==> config.mk <==
export PLATFORM = sky130hd
export DESIGN_NAME = mgmt_bus_master
export DESIGN_NICKNAME = d
export VERILOG_FILES = /design/src/rtl/mgmt_pkg.sv /design/src/rtl/mgmt_mdc_div.sv /design/src/rtl/mgmt_frame.sv /design/src/rtl/mgmt_regs.sv /design/src/rtl/mgmt_bus_master.sv
export SDC_FILE = /design/constraint.sdc
export NUM_CORES = 1
export LEC_CHECK = 0
export ABC_CLOCK_PERIOD_IN_PS = 3350
export BUFFER_PORTS_ARGS = -buffer_cell sky130_fd_sc_hd__buf_2
export CORE_ASPECT_RATIO = 0.8
export CORE_MARGIN = 2
export CORE_UTILIZATION = 45
export CTS_BUF_LIST = sky130_fd_sc_hd__clkbuf_16
export CTS_CLUSTER_SIZE = 25
export DETAILED_ROUTE_END_ITERATION = 6
export GPL_TIMING_DRIVEN = 1
export PLACE_DENSITY_LB_ADDON = 0.25
export SLEW_MARGIN = 0
export SYNTH_ARGS = -nofsm -noshare
export SYNTH_HDL_FRONTEND = slang
export SYNTH_SLANG_ARGS = --single-unit
==> constraint.sdc <==
create_clock -name clk -period 3.35 [get_ports clk]
set_clock_uncertainty 0.1 [all_clocks]
set_input_delay 0.67 -clock clk [delete_from_list [all_inputs] [get_ports clk]]
set_output_delay 0.67 -clock clk [all_outputs]
set_load 0.05 [all_outputs]
==> src/rtl/mgmt_pkg.sv <==
package mgmt_pkg;

  localparam int FRAME_LEN = 64;
  localparam int TA_POS    = 46;
  localparam int DATA_POS  = 48;

  localparam logic [7:0] OFS_MODE  = 8'h40;
  localparam logic [7:0] OFS_ADDR  = 8'h44;
  localparam logic [7:0] OFS_WDATA = 8'h48;
  localparam logic [7:0] OFS_RDATA = 8'h4C;
  localparam logic [7:0] OFS_CMD   = 8'h50;

  localparam int MODE_EXT_BIT = 8;
  localparam int CMD_GO_BIT   = 8;
  localparam int CMD_BUSY_BIT = 16;

  typedef struct packed {
    logic                 rd;
    logic [FRAME_LEN-1:0] bits;
  } frame_t;

  function automatic logic code_ok(logic ext, logic [1:0] code);
    return ext ? (code != 2'd3) : (code[1] == 1'b0);
  endfunction

  function automatic logic code_rd(logic ext, logic [1:0] code);
    return ext ? (code == 2'd2) : (code == 2'd0);
  endfunction

  function automatic logic [FRAME_LEN-1:0] build_frame(
    logic ext, logic [1:0] code, logic [4:0] phy, logic [4:0] ra, logic [15:0] word);
    logic [1:0]  st;
    logic [1:0]  op;
    logic [1:0]  ta;
    logic [15:0] fld;
    st = ext ? 2'b00 : 2'b01;
    if (ext) begin
      op = (code == 2'd2) ? 2'b11 : {1'b0, code[0]};
    end else begin
      op = code[0] ? 2'b01 : 2'b10;
    end
    if (code_rd(ext, code)) begin
      ta  = 2'b11;
      fld = 16'hFFFF;
    end else begin
      ta  = 2'b10;
      fld = word;
    end
    return {32'hFFFF_FFFF, st, op, phy, ra, ta, fld};
  endfunction

endpackage

==> src/rtl/mgmt_mdc_div.sv <==
module mgmt_mdc_div #(
  parameter int DIV_HALF = 20
) (
  input  logic clk,
  input  logic rst_n,
  input  logic run,
  output logic mdc,
  output logic rise_tick,
  output logic fall_tick
);

  localparam int            CW   = $clog2(DIV_HALF + 1);
  localparam logic [CW-1:0] LAST = CW'(DIV_HALF - 1);

  logic [CW-1:0] cnt_q, cnt_d;
  logic          mdc_q, mdc_d;
  logic          wrap;

  assign wrap      = run && (cnt_q == LAST);
  assign rise_tick = wrap && !mdc_q;
  assign fall_tick = wrap && mdc_q;
  assign mdc       = mdc_q;

  always_comb begin
    cnt_d = cnt_q;
    mdc_d = mdc_q;
    if (!run) begin
      cnt_d = '0;
      mdc_d = 1'b0;
    end else if (wrap) begin
      cnt_d = '0;
      mdc_d = !mdc_q;
    end else begin
      cnt_d = cnt_q + 1'b1;
    end
  end

  always_ff @(posedge clk or negedge rst_n) begin
    if (!rst_n) begin
      cnt_q <= '0;
      mdc_q <= 1'b0;
    end else begin
      cnt_q <= cnt_d;
      mdc_q <= mdc_d;
    end
  end

  // the clock returns low once the frame engine stops running it
  p_idle_low_r4: assert property (@(posedge clk) disable iff (!rst_n)
    !run |=> !mdc_q);

endmodule

==> src/rtl/mgmt_frame.sv <==
module mgmt_frame
  import mgmt_pkg::*;
(
  input  logic                 clk,
  input  logic                 rst_n,
  input  logic                 start,
  input  frame_t               frame,
  input  logic                 rise_tick,
  input  logic                 fall_tick,
  input  logic                 mdc,
  input  logic                 mdio_i,
  output logic                 active,
  output logic                 done,
  output logic [15:0]          cap_data,
  output logic                 mdio_o,
  output logic                 mdio_oe
);

  localparam int IW = $clog2(FRAME_LEN);

  logic                 active_q, active_d;
  logic [IW-1:0]        idx_q, idx_d;
  logic [FRAME_LEN-1:0] sh_q, sh_d;
  logic                 isrd_q, isrd_d;
  logic [15:0]          cap_q, cap_d;
  logic                 last_bit;

  assign last_bit = (idx_q == IW'(FRAME_LEN - 1));
  assign done     = active_q && fall_tick && last_bit;
  assign active   = active_q;
  assign cap_data = cap_q;
  assign mdio_o   = sh_q[FRAME_LEN-1];
  assign mdio_oe  = active_q && !(isrd_q && (idx_q >= IW'(TA_POS)));

  always_comb begin
    active_d = active_q;
    idx_d    = idx_q;
    sh_d     = sh_q;
    isrd_d   = isrd_q;
    cap_d    = cap_q;
    if (start) begin
      active_d = 1'b1;
      idx_d    = '0;
      sh_d     = frame.bits;
      isrd_d   = frame.rd;
    end else if (active_q && fall_tick) begin
      if (last_bit) begin
        active_d = 1'b0;
      end else begin
        idx_d = idx_q + 1'b1;
        sh_d  = {sh_q[FRAME_LEN-2:0], 1'b1};
      end
    end
    if (active_q && rise_tick && isrd_q && (idx_q >= IW'(DATA_POS))) begin
      cap_d = {cap_q[14:0], mdio_i};
    end
  end

  always_ff @(posedge clk or negedge rst_n) begin
    if (!rst_n) begin
      active_q <= 1'b0;
      idx_q    <= '0;
      sh_q     <= '0;
      isrd_q   <= 1'b0;
      cap_q    <= '0;
    end else begin
      active_q <= active_d;
      idx_q    <= idx_d;
      sh_q     <= sh_d;
      isrd_q   <= isrd_d;
      cap_q    <= cap_d;
    end
  end

  // a frame opens with the master driving a preamble one
  p_first_bit_r5: assert property (@(posedge clk) disable iff (!rst_n)
    $rose(active_q) |-> (mdio_oe && mdio_o));

  // the serial output moves only together with a falling MDC
  p_out_on_fall_r8: assert property (@(posedge clk) disable iff (!rst_n)
    (active_q && $past(active_q) && !$stable(mdio_o)) |-> $fell(mdc));

  // a frame closes on a falling MDC
  p_end_on_fall_r4: assert property (@(posedge clk) disable iff (!rst_n)
    $fell(active_q) |-> $fell(mdc));

endmodule

==> src/rtl/mgmt_regs.sv <==
module mgmt_regs
  import mgmt_pkg::*;
#(
  parameter int ADDR_W = 8,
  parameter int DATA_W = 32
) (
  input  logic              clk,
  input  logic              rst_n,
  input  logic              reg_we,
  input  logic [ADDR_W-1:0] reg_addr,
  input  logic [DATA_W-1:0] reg_wdata,
  output logic [DATA_W-1:0] reg_rdata,
  input  logic              eng_active,
  input  logic              eng_done,
  input  logic [15:0]       eng_data,
  output logic              start,
  output frame_t            frame
);

  logic        ext_q, ext_d;
  logic [4:0]  phy_q, phy_d;
  logic [4:0]  ra_q, ra_d;
  logic [15:0] wd_q, wd_d;
  logic [15:0] rd_q, rd_d;
  logic        start_q, start_d;
  frame_t      frm_q, frm_d;
  logic        busy;
  logic        cmd_fire;
  logic [1:0]  code;
  logic        unused_wbits;

  assign busy         = start_q || eng_active;
  assign code         = reg_wdata[1:0];
  assign start        = start_q;
  assign frame        = frm_q;
  assign unused_wbits = ^reg_wdata[DATA_W-1:16];

  always_comb begin
    ext_d    = ext_q;
    phy_d    = phy_q;
    ra_d     = ra_q;
    wd_d     = wd_q;
    rd_d     = rd_q;
    frm_d    = frm_q;
    cmd_fire = 1'b0;
    if (reg_we) begin
      unique case (reg_addr)
        ADDR_W'(OFS_MODE):  ext_d = reg_wdata[MODE_EXT_BIT];
        ADDR_W'(OFS_ADDR): begin
          phy_d = reg_wdata[12:8];
          ra_d  = reg_wdata[4:0];
        end
        ADDR_W'(OFS_WDATA): wd_d = reg_wdata[15:0];
        ADDR_W'(OFS_CMD):   cmd_fire = reg_wdata[CMD_GO_BIT] && !busy && code_ok(ext_q, code);
        default: ;
      endcase
    end
    start_d = cmd_fire;
    if (cmd_fire) begin
      frm_d.rd   = code_rd(ext_q, code);
      frm_d.bits = build_frame(ext_q, code, phy_q, ra_q, wd_q);
    end
    if (eng_done && frm_q.rd) begin
      rd_d = eng_data;
    end
  end

  always_ff @(posedge clk or negedge rst_n) begin
    if (!rst_n) begin
      ext_q   <= 1'b0;
      phy_q   <= '0;
      ra_q    <= '0;
      wd_q    <= '0;
      rd_q    <= '0;
      start_q <= 1'b0;
      frm_q   <= '0;
    end else begin
      ext_q   <= ext_d;
      phy_q   <= phy_d;
      ra_q    <= ra_d;
      wd_q    <= wd_d;
      rd_q    <= rd_d;
      start_q <= start_d;
      frm_q   <= frm_d;
    end
  end

  always_comb begin
    reg_rdata = '0;
    unique case (reg_addr)
      ADDR_W'(OFS_MODE):  reg_rdata[MODE_EXT_BIT] = ext_q;
      ADDR_W'(OFS_ADDR): begin
        reg_rdata[12:8] = phy_q;
        reg_rdata[4:0]  = ra_q;
      end
      ADDR_W'(OFS_WDATA): reg_rdata[15:0] = wd_q;
      ADDR_W'(OFS_RDATA): reg_rdata[15:0] = rd_q;
      ADDR_W'(OFS_CMD):   reg_rdata[CMD_BUSY_BIT] = busy;
      default: ;
    endcase
  end

  // no new frame is launched while the engine is still shifting
  p_no_restart_r9: assert property (@(posedge clk) disable iff (!rst_n)
    eng_active |-> !start_q);

  // an accepted command puts the engine to work on the next cycle
  p_start_then_active_r3: assert property (@(posedge clk) disable iff (!rst_n)
    start_q |=> eng_active);

endmodule

==> src/rtl/mgmt_bus_master.sv <==
module mgmt_bus_master
  import mgmt_pkg::*;
#(
  parameter int ADDR_W   = 8,
  parameter int DATA_W   = 32,
  parameter int DIV_HALF = 20
) (
  input  logic              clk,
  input  logic              rst_n,
  input  logic              reg_we,
  input  logic [ADDR_W-1:0] reg_addr,
  input  logic [DATA_W-1:0] reg_wdata,
  output logic [DATA_W-1:0] reg_rdata,
  output logic              mdc,
  output logic              mdio_o,
  output logic              mdio_oe,
  input  logic              mdio_i
);

  logic        start;
  frame_t      frame;
  logic        eng_active;
  logic        eng_done;
  logic [15:0] eng_data;
  logic        rise_tick;
  logic        fall_tick;

  mgmt_regs #(
    .ADDR_W (ADDR_W),
    .DATA_W (DATA_W)
  ) u_regs (
    .clk        (clk),
    .rst_n      (rst_n),
    .reg_we     (reg_we),
    .reg_addr   (reg_addr),
    .reg_wdata  (reg_wdata),
    .reg_rdata  (reg_rdata),
    .eng_active (eng_active),
    .eng_done   (eng_done),
    .eng_data   (eng_data),
    .start      (start),
    .frame      (frame)
  );

  mgmt_mdc_div #(
    .DIV_HALF (DIV_HALF)
  ) u_div (
    .clk       (clk),
    .rst_n     (rst_n),
    .run       (eng_active),
    .mdc       (mdc),
    .rise_tick (rise_tick),
    .fall_tick (fall_tick)
  );

  mgmt_frame u_frame (
    .clk       (clk),
    .rst_n     (rst_n),
    .start     (start),
    .frame     (frame),
    .rise_tick (rise_tick),
    .fall_tick (fall_tick),
    .mdc       (mdc),
    .mdio_i    (mdio_i),
    .active    (eng_active),
    .done      (eng_done),
    .cap_data  (eng_data),
    .mdio_o    (mdio_o),
    .mdio_oe   (mdio_oe)
  );

endmodule

==> metrics.md <==
| Metric | Value |
|---|---|
| Ys async rst share | 100.0% |
| Gpl congestion | 0.7775 |
| Hold Crit Class | in -> async |
| Area occupied by multi-input gates | 2908 µm² |
| WL final | 15340 µm |
| # hold bufs at CTS | 0 |
| Detailed placer's ending HPWL | 9901 µm |
| Total gr overflow | 0 |
| Leak Pwr | 4.026 nW |
| Switching Share | 22.10% |
| Leading post-synthesis cells by cell area | dfrtp_1 57%, mux2_2 11%, a21oi_1 8.7% |
| Worst path required time | 2580 ps |
| Outcome | finished, final reports clean |
| CTS tree | built |
| Synth Flop Type | dfrtp_1 |
| Yosys cell types | 49 |
| Post-CTS Resized | 0 |
| Post-DRT Antenna Nets | 0 |
| Fmax | 0.3214 GHz |
| Max cap viols | 0 |
| Row cnt | 41 |
| Residual DRC | 0 |
| Die height | 118.8 µm |
| Avg Cell Area, Syn | 11.21 µm² |
| Yosys reg bits | 169 |
| Core area | 15950 µm² |
| GR Util All Layers | 18.70% |
| Sw power | 934.4 µW |
| Yosys warnings | 0 |
| Reg power frac | 50.1% |
| Power Internal | 3.294 mW |
| Yosys top cell area share | 57.06% |
| Die area | 17520 µm² |
| Final min period | 3111 ps |
| Util after Layout | 52.47% |
| Cell area after synthesis | 7412 µm² |
| Final Slew Violations | 0 |
| Post-route cell area | 8371 µm² |
| Final hold vios | 0 |
| Layout filler cell count | 1393 |
| Cell taking the most area after synthesis | dfrtp_1 |
| Die width | 147.5 µm |
| Cell Area, Placed | 7786 µm² |
| Post-DR wirelength/cell | 16.67 µm |
| Crit Path Category | in -> out |
| Number of vias per cell | 5.390 |
| Crit end category | output port |
| Dpl ws | 317.2 ps |
| Sequential Area | 4230 µm² |
| Clock Path Buffers | 2 |
| Pin count of the biggest net entering global routing | 105 |
| # Post-CTS Setup Buffers | 0 |
| Clock Sinks | 169 |
| Ports | 79 |
| Iter 0 DRT Violations | 320 |
| Post-synth EDFFs | 0 |
| Htree depth | 4 |
| Sequential area share after synthesis | 57.06% |
| Clock network latency to the later pin of the worst-skew pair | 420 ps |
| Setup violations, final | 0 |
| Port buffer count | 47 |
| Crit start category | primary input |
| PD cells | 505.2 nW/µm² |
| Clk pin slew, worst setup/hold paths | 60 ps |
| WHS | 69.16 ps |
| First-pass GRT wire length | 25820 µm |
| Comb pwr share | 4.0% |
| Worst-margin pin slew | 1008 ps |
| RSZ-0062 raised after global routing | false |
| Initial antenna violation count | 1 |
| Num CTS Buffers | 17 |
| Final worst slack | 238.8 ps |
| Clock group share of total power | 46.0% |
| VDD IR-drop max | 0.0002719 V |
| Synth cell count leaders | 169 x dfrtp_1, 129 x a21oi_1, 82 x nand2_1 |
| Worst EP arrival | 2340 ps |
| First-pass iteration count of the detailed router | 5 |
| Syn Inst Count | 661 |
| Vias in the first global route | 5093 |
| Fraction of layout cells with a size suffix above 1 | 24.43% |
| Final nets | 739 |
| CP Max Fanout | 10 |
| Area Growth Syn to Fin | 12.93% |
| TNS Setup | 0 ps |
| Root buf cell | clkbuf_16 |
| Rel. slew slack | 32.83% |
| Vias | 4959 |
| Period utilization | 92.87% |
| Initial Util | 46.46% |
| Most frequent cell after synthesis | dfrtp_1 |
==> layer usage <==
metal / vias up / global-route usage, % / share of wire [%]
li1: 2347 / - / -
met1: 2512 / 26.60 / 49
met2: 91 / 28.62 / 46
met3: 9 / 4.710 / 4.4
met4: 0 / 5.168 / 0.81
met5: - / 0 / 0
==> cell usage in the layout, fill, tap and decap left out, types with 2 or more instances in the layout <==
master and n:
nand2_1 82, clkinv_2 2, or3_1 3, nor2_1 8
xnor2_1 3, a22o_1 6, and2_1 4, o21ai_0 15
buf_12 2, clkinv_4 2, a21oi_1 129, bufinv_16 3
mux2_2 71, o22a_1 16, clkinvlp_4 3, clkbuf_16 17
nor3_1 5, nand2b_1 3, nor3b_1 3, o21a_1 2
conb_1 15, inv_1 5, buf_2 46, nand3_1 6
mux2i_1 13, buf_4 11, dfrtp_1 168, nor2b_1 29
ha_1 2, and3_1 2
==> worst paths after layout <==
path                                          startpoint                              end  slack, ps  depth (start not counted)
worst max-delay path                         reg_addr[4]                     reg_rdata[4]        240                          6
worst min-delay path                               rst_n  u_frame.cap_data[9]$_DFFE_PN0P_         70                          1
worst max register to register  u_div.cnt_q[0]$_DFF_PN0_     u_frame.idx_q[5]$_DFFE_PN0P_        750                          6
worst min register to register  u_div.cnt_q[0]$_DFF_PN0_         u_div.cnt_q[0]$_DFF_PN0_        370                          1
max in group asynchronous                          rst_n     u_frame.sh_q[59]$_DFFE_PN0P_       2240                          2
min in group clk                u_div.cnt_q[0]$_DFF_PN0_         u_div.cnt_q[0]$_DFF_PN0_        370                          1
==> stage by stage <==
step	cells	power, mW
floorplan	675	2.249
global placement	889	2.316
detailed placement	889	2.325
CTS	919	4.271
global route	919	4.384
finish	920	4.229
==> sequential cells by signal, summed over array words and instances, names as in the netlist <==
name and flops:
u_regs.phy_q 5, u_regs.ra_q 5, u_div.mdc 1, u_div.cnt_q 5, u_regs.ext_q 1, u_regs.start 1
u_frame.cap_data 16, u_frame.sh_q 64, u_regs.wd_q 16, u_frame.idx_q 6, u_regs.rd_q 16, u_regs.frame 31
u_frame.isrd_q 1, u_frame.active 1
==> critical path: stages <==
cell,delay (ps)
buf_2,120
nor3b_1,300
and3b_1,250
nand2_1,260
o21ai_0,400
buf_2,330
==> final cells by class <==
type	count	share of cell area, %
flip-flops and latches	169	50.54
multi-input cells	441	34.74
clock buffers	17	5.082
repair buffers	60	4.350
well taps	215	3.214
clock inverters	13	1.868
inverters	4	0.1794
diodes	1	0.02990
==> power by group through the flow <==
stage | Sequential [mW] | Clock (mW) | Combinational, mW
6_report | 2.12 | 1.94 | 0.169
5_1_grt | 2.12 | 2.08 | 0.188
2_1_floorplan | 2.14 | 0 | 0.107
3_3_place_gp | 2.15 | 0 | 0.166
4_1_cts | 2.12 | 1.98 | 0.173
3_5_place_dp | 2.15 | 0 | 0.172
==> logic make-up after synthesis <==
logic type | Yosys count | share of synthesized area [%]
AOI/OAI and AO/OA | 177 | 13.59
xor gates and xnor gates | 3 | 0.3546
adders and majority gates | 2 | 0.3376
buffers and inverters | 65 | 4.709
DFF | 169 | 57.06
muxes | 85 | 12.69
other | 1 | 0.05059
and+or+nand+nor | 159 | 11.21
(Power assumes the default switching activity.)
